$ cat src/rtl/hp_pkg.sv
package hp_pkg;
    localparam logic [3:0] OFS_SEL  = 4'h0;
    localparam logic [3:0] OFS_CTL  = 4'h4;
    localparam logic [3:0] OFS_CMD  = 4'h5;
    localparam logic [3:0] OFS_DATA = 4'h8;

    localparam logic [7:0] CMD_SCAN    = 8'd0;
    localparam logic [7:0] CMD_OST_EV  = 8'd1;
    localparam logic [7:0] CMD_OST_ST  = 8'd2;
    localparam logic [7:0] CMD_ARCH_ID = 8'd3;

    typedef enum logic {SZ_BYTE = 1'b0, SZ_DWORD = 1'b1} acc_size_e;

    typedef struct packed {
        logic fw_eject;
        logic remove;
        logic insert;
        logic enabled;
    } cpu_state_t;

    typedef struct packed {
        logic clr_ins;
        logic clr_rem;
        logic eject;
        logic to_fw;
    } ctl_cmd_t;

    function automatic ctl_cmd_t decode_ctl(input logic [7:0] b);
        ctl_cmd_t c;
        c.clr_ins = b[1];
        c.clr_rem = b[2];
        c.eject   = b[3];
        c.to_fw   = b[4];
        return c;
    endfunction

    function automatic logic [7:0] status_byte(input cpu_state_t s);
        return {3'b000, s.fw_eject, 1'b0, s.remove, s.insert, s.enabled};
    endfunction
endpackage

$ cat src/rtl/hp_cpu_slot.sv
module hp_cpu_slot
    import hp_pkg::*;
(
    input  logic       clk,
    input  logic       rst,
    input  logic       ins_set,
    input  logic       rem_set,
    input  logic       ctl_we,
    input  ctl_cmd_t   ctl,
    output cpu_state_t state
);
    cpu_state_t nxt;

    always_comb begin
        nxt = state;
        if (ctl_we) begin
            if (ctl.clr_ins) nxt.insert = 1'b0;
            if (ctl.clr_rem) nxt.remove = 1'b0;
            if (ctl.to_fw)   nxt.fw_eject = 1'b1;
            if (ctl.eject) begin
                nxt.enabled  = 1'b0;
                nxt.fw_eject = 1'b0;
            end
        end
        if (ins_set) begin
            nxt.enabled = 1'b1;
            nxt.insert  = 1'b1;
        end
        if (rem_set) nxt.remove = 1'b1;
    end

    always_ff @(posedge clk) begin
        if (rst) state <= '0;
        else     state <= nxt;
    end

    p_insert_sets_r5: assert property (@(posedge clk) disable iff (rst)
        ins_set |=> (state.enabled && state.insert));
    p_remove_sets_r5: assert property (@(posedge clk) disable iff (rst)
        rem_set |=> state.remove);
    p_eject_clears_r7: assert property (@(posedge clk) disable iff (rst)
        (ctl_we && ctl.eject && !ins_set) |=> (!state.enabled && !state.fw_eject));
    p_fw_handover_r7: assert property (@(posedge clk) disable iff (rst)
        (ctl_we && ctl.to_fw && !ctl.eject) |=> state.fw_eject);
endmodule

$ cat src/rtl/hp_event_scan.sv
module hp_event_scan #(
    parameter int NUM_CPUS = 8,
    localparam int IDX_W = (NUM_CPUS > 1) ? $clog2(NUM_CPUS) : 1
) (
    input  logic [NUM_CPUS-1:0] pending,
    input  logic [IDX_W-1:0]    start,
    output logic                hit,
    output logic [IDX_W-1:0]    hit_idx
);
    always_comb begin
        hit     = 1'b0;
        hit_idx = start;
        for (int k = 1; k <= NUM_CPUS; k++) begin
            int j;
            j = int'(start) + k;
            if (j >= NUM_CPUS) j = j - NUM_CPUS;
            if (!hit && pending[j]) begin
                hit     = 1'b1;
                hit_idx = IDX_W'(j);
            end
        end
    end
endmodule

$ cat src/rtl/cpu_hotplug_regs.sv
module cpu_hotplug_regs
    import hp_pkg::*;
#(
    parameter int NUM_CPUS = 8,
    localparam int IDX_W = (NUM_CPUS > 1) ? $clog2(NUM_CPUS) : 1
) (
    input  logic                     clk,
    input  logic                     rst,
    input  logic                     acc_valid,
    input  logic                     acc_write,
    input  logic [3:0]               acc_addr,
    input  logic                     acc_size,
    input  logic [31:0]              acc_wdata,
    output logic [31:0]              rd_data,
    input  logic [NUM_CPUS-1:0]      insert_req,
    input  logic [NUM_CPUS-1:0]      remove_req,
    input  logic [64*NUM_CPUS-1:0]   cpu_arch_ids,
    output logic                     eject_strobe,
    output logic [IDX_W-1:0]         eject_idx,
    output logic                     ost_strobe,
    output logic [31:0]              ost_event,
    output logic [31:0]              ost_status,
    output logic                     sci
);
    // Selector: not touched by rst, defined at power-up.
    logic [31:0]   sel_q = '0;
    logic [7:0]    cmd_q;
    logic          sel_ok;
    logic [IDX_W-1:0] sel_idx;

    cpu_state_t    states [NUM_CPUS];
    logic [NUM_CPUS-1:0] pend_vec;
    cpu_state_t    cur;
    logic [63:0]   cur_id;

    logic is_byte, is_dword, wr, rd;
    logic sel_we, ctl_we, cmd_we, dat_we;
    ctl_cmd_t ctl;
    logic scan_hit;
    logic [IDX_W-1:0] scan_idx;

    assign sel_ok   = (sel_q < 32'(NUM_CPUS));
    assign sel_idx  = sel_q[IDX_W-1:0];
    assign is_byte  = (acc_size == SZ_BYTE);
    assign is_dword = (acc_size == SZ_DWORD);
    assign wr       = acc_valid && acc_write;
    assign rd       = acc_valid && !acc_write;

    assign sel_we = wr && (acc_addr == OFS_SEL)  && is_dword;
    assign ctl_we = wr && (acc_addr == OFS_CTL)  && is_byte  && sel_ok;
    assign cmd_we = wr && (acc_addr == OFS_CMD)  && is_byte  && sel_ok;
    assign dat_we = wr && (acc_addr == OFS_DATA) && is_dword && sel_ok;
    assign ctl    = decode_ctl(acc_wdata[7:0]);

    for (genvar i = 0; i < NUM_CPUS; i++) begin : g_slot
        hp_cpu_slot u_slot (
            .clk     (clk),
            .rst     (rst),
            .ins_set (insert_req[i]),
            .rem_set (remove_req[i]),
            .ctl_we  (ctl_we && (sel_idx == IDX_W'(i))),
            .ctl     (ctl),
            .state   (states[i])
        );
        assign pend_vec[i] = states[i].insert || states[i].remove;
    end

    hp_event_scan #(.NUM_CPUS(NUM_CPUS)) u_scan (
        .pending (pend_vec),
        .start   (sel_idx),
        .hit     (scan_hit),
        .hit_idx (scan_idx)
    );

    assign sci    = |pend_vec;
    assign cur    = states[sel_idx];
    assign cur_id = cpu_arch_ids[64*sel_idx +: 64];

    always_ff @(posedge clk) begin
        if (sel_we)
            sel_q <= acc_wdata;
        else if (cmd_we && acc_wdata[7:0] == CMD_SCAN && scan_hit)
            sel_q <= 32'(scan_idx);
    end

    always_ff @(posedge clk) begin
        if (rst) begin
            cmd_q        <= CMD_SCAN;
            ost_event    <= '0;
            ost_status   <= '0;
            ost_strobe   <= 1'b0;
            eject_strobe <= 1'b0;
            eject_idx    <= '0;
        end else begin
            ost_strobe   <= 1'b0;
            eject_strobe <= 1'b0;
            if (cmd_we) cmd_q <= acc_wdata[7:0];
            if (dat_we && cmd_q == CMD_OST_EV) ost_event <= acc_wdata;
            if (dat_we && cmd_q == CMD_OST_ST) begin
                ost_status <= acc_wdata;
                ost_strobe <= 1'b1;
            end
            if (ctl_we && ctl.eject) begin
                eject_strobe <= 1'b1;
                eject_idx    <= sel_idx;
            end
        end
    end

    always_comb begin
        rd_data = '0;
        if (rd && sel_ok) begin
            case (acc_addr)
                OFS_SEL:
                    if (is_dword && cmd_q == CMD_ARCH_ID) rd_data = cur_id[63:32];
                OFS_CTL:
                    if (is_byte) rd_data = {24'd0, status_byte(cur)};
                OFS_DATA:
                    if (is_dword) begin
                        if (cmd_q == CMD_SCAN)         rd_data = sel_q;
                        else if (cmd_q == CMD_ARCH_ID) rd_data = cur_id[31:0];
                    end
                default: rd_data = '0;
            endcase
        end
    end

    p_blank_reads_r2: assert property (@(posedge clk) disable iff (rst)
        (rd && !sel_ok) |-> (rd_data == 32'd0));
    p_blocked_ctl_r2: assert property (@(posedge clk) disable iff (rst)
        (wr && acc_addr == OFS_CTL && !sel_ok && !(|insert_req) && !(|remove_req))
        |=> $stable(pend_vec));
    p_scan_lands_r8: assert property (@(posedge clk) disable iff (rst)
        (cmd_we && acc_wdata[7:0] == CMD_SCAN && (|pend_vec))
        |=> (sel_ok && pend_vec[sel_idx]));
    p_ost_report_r12: assert property (@(posedge clk) disable iff (rst)
        (dat_we && cmd_q == CMD_OST_ST) |=> (ost_strobe && ost_status == $past(acc_wdata)));
    p_eject_index_r7: assert property (@(posedge clk) disable iff (rst)
        (ctl_we && ctl.eject) |=> (eject_strobe && eject_idx == $past(sel_idx)));
endmodule

$ cat config.mk
export PLATFORM = sky130hd
export DESIGN_NAME = cpu_hotplug_regs
export DESIGN_NICKNAME = d
export VERILOG_FILES = /design/src/rtl/hp_pkg.sv /design/src/rtl/hp_cpu_slot.sv /design/src/rtl/hp_event_scan.sv /design/src/rtl/cpu_hotplug_regs.sv
export SDC_FILE = /design/constraint.sdc
export NUM_CORES = 1
export LEC_CHECK = 0
export BUFFER_PORTS_ARGS = -buffer_cell sky130_fd_sc_hd__buf_2
export CAP_MARGIN = 20
export CORE_AREA = 2 2 262 264
export DETAILED_ROUTE_END_ITERATION = 10
export DIE_AREA = 0 0 264 266
export GPL_TIMING_DRIVEN = 0
export HOLD_SLACK_MARGIN = 0.15
export SKIP_LAST_GASP = 1
export SYNTH_ARGS = -nofsm -noshare
export SYNTH_HDL_FRONTEND = slang
export SYNTH_SLANG_ARGS = --single-unit
$ cat constraint.sdc
create_clock -name clk -period 5.4 [get_ports clk]
set_clock_uncertainty 0.15 [all_clocks]
set_input_delay 1.08 -clock clk [delete_from_list [all_inputs] [get_ports clk]]
set_output_delay 1.08 -clock clk [all_outputs]
set_load 0.01 [all_outputs]
==> impl_metrics.py <==
metrics = {
    "synthesis": {
        "yosysWarningCount": 0,
        "ys_types": 55,
        "synth_top_flop_cell": "dfxtp_1",
        "synth.area.top_cells": "mux4_2, dfxtp_1, edfxtp_1, nand2_1, a21oi_1",
        "syn_nets": 1699,
        "yosysTopAreaCell": "mux4_2",
        "ys_seq_area_frac": 0.2919,
        "syn_inst": 1123,
        "synth_area_per_cell_um2": 9.588,
        "ys_async_sr_fraction": 0,
        "ys_ff_latch": 141,
        "synth.top_cell.area_share": 0.3012,
        "syn_area_um2": 10770,
        "synth-edff-count": 32,
    },
    "clock_tree": {
        "cts.sinks": 141,
        "clockBufferDepth": 2,
        "cts.htree.levels": 4,
        "numCtsBuffers": 17,
        "hold_buffers": 0,
        "clk_latency_ns": 0.45,
        "clkTransAtPathRegs_ns": 0.07,
        "cts_tree": "yes",
        "root_buffer": "clkbuf_16",
    },
    "routing": {
        "drt_iter0_drc": 1328,
        "postRouteAntennaNets": 0,
        "drt_wl_total_um": 88860,
        "drc": 0,
        "drtPass1Iterations": 6,
        "routed_via_density": 4.778,
        "avgRoutedWirePerCell_um": 32.28,
        "vias": 13155,
    },
    "timing": {
        "drv_slew": 0,
        "setup_violations": 0,
        "rsz0062_at_grt": "false",
        "post-route-period-util": 0.9699,
        "hold_viol_final": 0,
        "fin_setup_tns_ns": 0,
        "tightestPinTransition_ns": 1.040,
        "fin_ws_ns": 0.1624,
        "fmax_mhz": 190.9,
        "fin_crit_ns": 5.238,
        "maxSlewHeadroom": 0.3067,
    },
    "floorplanning": {
        "io_pins": 671,
        "die_y_um": 266,
        "chipWidth_um": 264,
        "coreArea_um2": 67750,
        "core.rowCount": 96,
        "dieArea_um2": 70220,
        "initial_core_util": 0.1589,
    },
    "layout": {
        "mostFrequentLayoutCell": "buf_2",
        "areaGrowthSynthToFinish_pct": 49.19,
        "fillers": 7485,
        "drive_gt1_frac": 0.4984,
        "layout_common_cells": "buf_2, nand2_1, a21oi_1",
        "fin_nets": 2389,
    },
    "placement": {
        "dp_slack_ns": -0.4658,
        "place.gp.congestion": 0.9455,
        "dp_hpwl_um": 78370,
        "io_buffers": 668,
    },
    "setup_path": {
        "worstPathMaxFanout": 10,
        "arrival_ns": 4.01,
        "startpoint_type": "input pin",
        "worst_setup_path_end_kind": "output port",
        "critPathKind": "input pin to output port",
        "cp.required_ns": 4.17,
    },
    "pwr": {
        "irDropWorstVdd_mv": 0.2302,
        "p_per_area_nw_per_um2": 183.1,
        "p_leak_nw": 6.832,
    },
    "global_route": {
        "grt_first_pass_wirelength_um": 113100,
        "grt_overflow": 0,
        "grt_max_degree": 30,
        "antenna_found_initial": 89,
        "grtUsageTotal": 0.2434,
        "grt_pass1_vias": 12584,
    },
    "status": {
        "run_status": "finished clean",
    },
    "flow_run": {
        "cap_violations": 0,
    },
    "hold_path": {
        "min_path_type": "register to register",
    },
}
==> critical path, stage by stage <==
cell and delay [ns]:
buf_2 0.12, nor4_1 0.82, nand2_1 0.66, clkbuf_1 0.38, a21oi_1 0.49, a21oi_1 0.11
nor2_1 0.12, buf_2 0.21
==> sequential cells by signal (all words and copies together) (netlist names) <==
signal / flops
cmd_q: 8
eject_idx: 3
eject_strobe: 1
g_slot.u_slot.state: 32
ost_event: 32
ost_status: 32
ost_strobe: 1
sel_q: 32
==> cell usage after synthesis, types with 2 or more instances <==
| master | instances |
|---|---|
| mux2i_1 | 52 |
| o22ai_1 | 5 |
| nor3_4 | 2 |
| buf_6 | 7 |
| dfxtp_1 | 109 |
| nor2b_1 | 2 |
| buf_4 | 4 |
| nand3_1 | 13 |
| a21oi_1 | 169 |
| o21ai_0 | 33 |
| nor3b_2 | 2 |
| a211oi_1 | 2 |
| a2111oi_0 | 2 |
| nor4b_1 | 3 |
| nand2_1 | 253 |
| inv_2 | 2 |
| and2_1 | 32 |
| nand4_1 | 9 |
| a31oi_1 | 6 |
| nor3_2 | 3 |
| nor4_1 | 10 |
| inv_1 | 5 |
| edfxtp_1 | 32 |
| nor3b_1 | 10 |
| nor3_1 | 6 |
| nor2_1 | 76 |
| or3b_1 | 2 |
| o31ai_1 | 2 |
| ha_1 | 7 |
| and3_1 | 5 |
| clkinv_1 | 2 |
| mux4_2 | 144 |
| mux2i_4 | 2 |
| buf_1 | 11 |
| mux2_2 | 2 |
| clkbuf_1 | 49 |
| buf_2 | 30 |
==> metal layers <==
layer  routed length [um]  up-vias  global-route usage
met5                  265        -                   0
li1                     -     5639                   -
met4                 3248       44             0.08768
met3                12390      188              0.1266
met2                38950      919              0.3760
met1                34010     6365              0.2872
==> repair_timing <==
item	in CTS	in global routing
resized for setup	7	1
buffers inserted	0	0
endpoints found under the setup margin	1	1
gates cloned	0	0
==> metrics by stage <==
step,hold WS [ns],instance area [um^2],total power [mW],std cells,utilization
after detailed placement,0.2896,15280,1.640,2676,0.2256
after global routing,0.3173,16010,3.047,2732,0.2364
after floorplan,0.2957,10770,1.305,1123,-
after CTS,0.3028,15950,2.973,2708,0.2355
final,0.2971,16060,2.941,2753,0.2371
after global placement,0.2862,15210,1.634,2673,0.2246
==> worst paths after layout <==
check	startpoint	endpoint	slack, ns	cells past startpoint
setup reg to reg	sel_q[1]	sel_q[24]	1.30	12
setup / recovery	acc_addr[2]	rd_data[17]	0.16	8
hold / removal	ost_status[7]	ost_status[7]	0.30	2
hold reg to reg	ost_status[7]	ost_status[7]	0.30	2
==> final cells by class <==
cell class / count / area (um^2) / area share
Clock buffer: 18 / 450.4 / 0.02804
Tap cell: 882 / 1104 / 0.06870
Multi-Input combinational cell: 872 / 7127 / 0.4436
Timing Repair Buffer: 671 / 3393 / 0.2112
Inverter: 9 / 33.78 / 0.002103
Sequential cell: 141 / 3143 / 0.1957
Antenna cell: 45 / 112.6 / 0.007010
Buffer: 101 / 491.7 / 0.03061
Clock inverter: 14 / 209.0 / 0.01301
==> cells by family (layout without fill, tap and decap cells) <==
family,Yosys count,after routing,synth area share
xor gates and xnor gates,1,1,0.0008135
adders and majority gates,7,7,0.008133
DFF,141,141,0.2919
AOI/OAI and AO/OA,231,231,0.1142
and+or+nand+nor,433,433,0.1810
buffers and inverters,110,813,0.04811
muxes,200,200,0.3558
other,0,45,0
==> where the power goes <==
part           switching (mW)  internal [mW]  leakage [nW]  total [mW]
clock                   0.536          0.783         0.326        1.32
combinational           0.250          0.272          5.39       0.521
sequential             0.0137           1.09          1.11        1.10
Note: power is estimated with default switching activity, not from simulation.
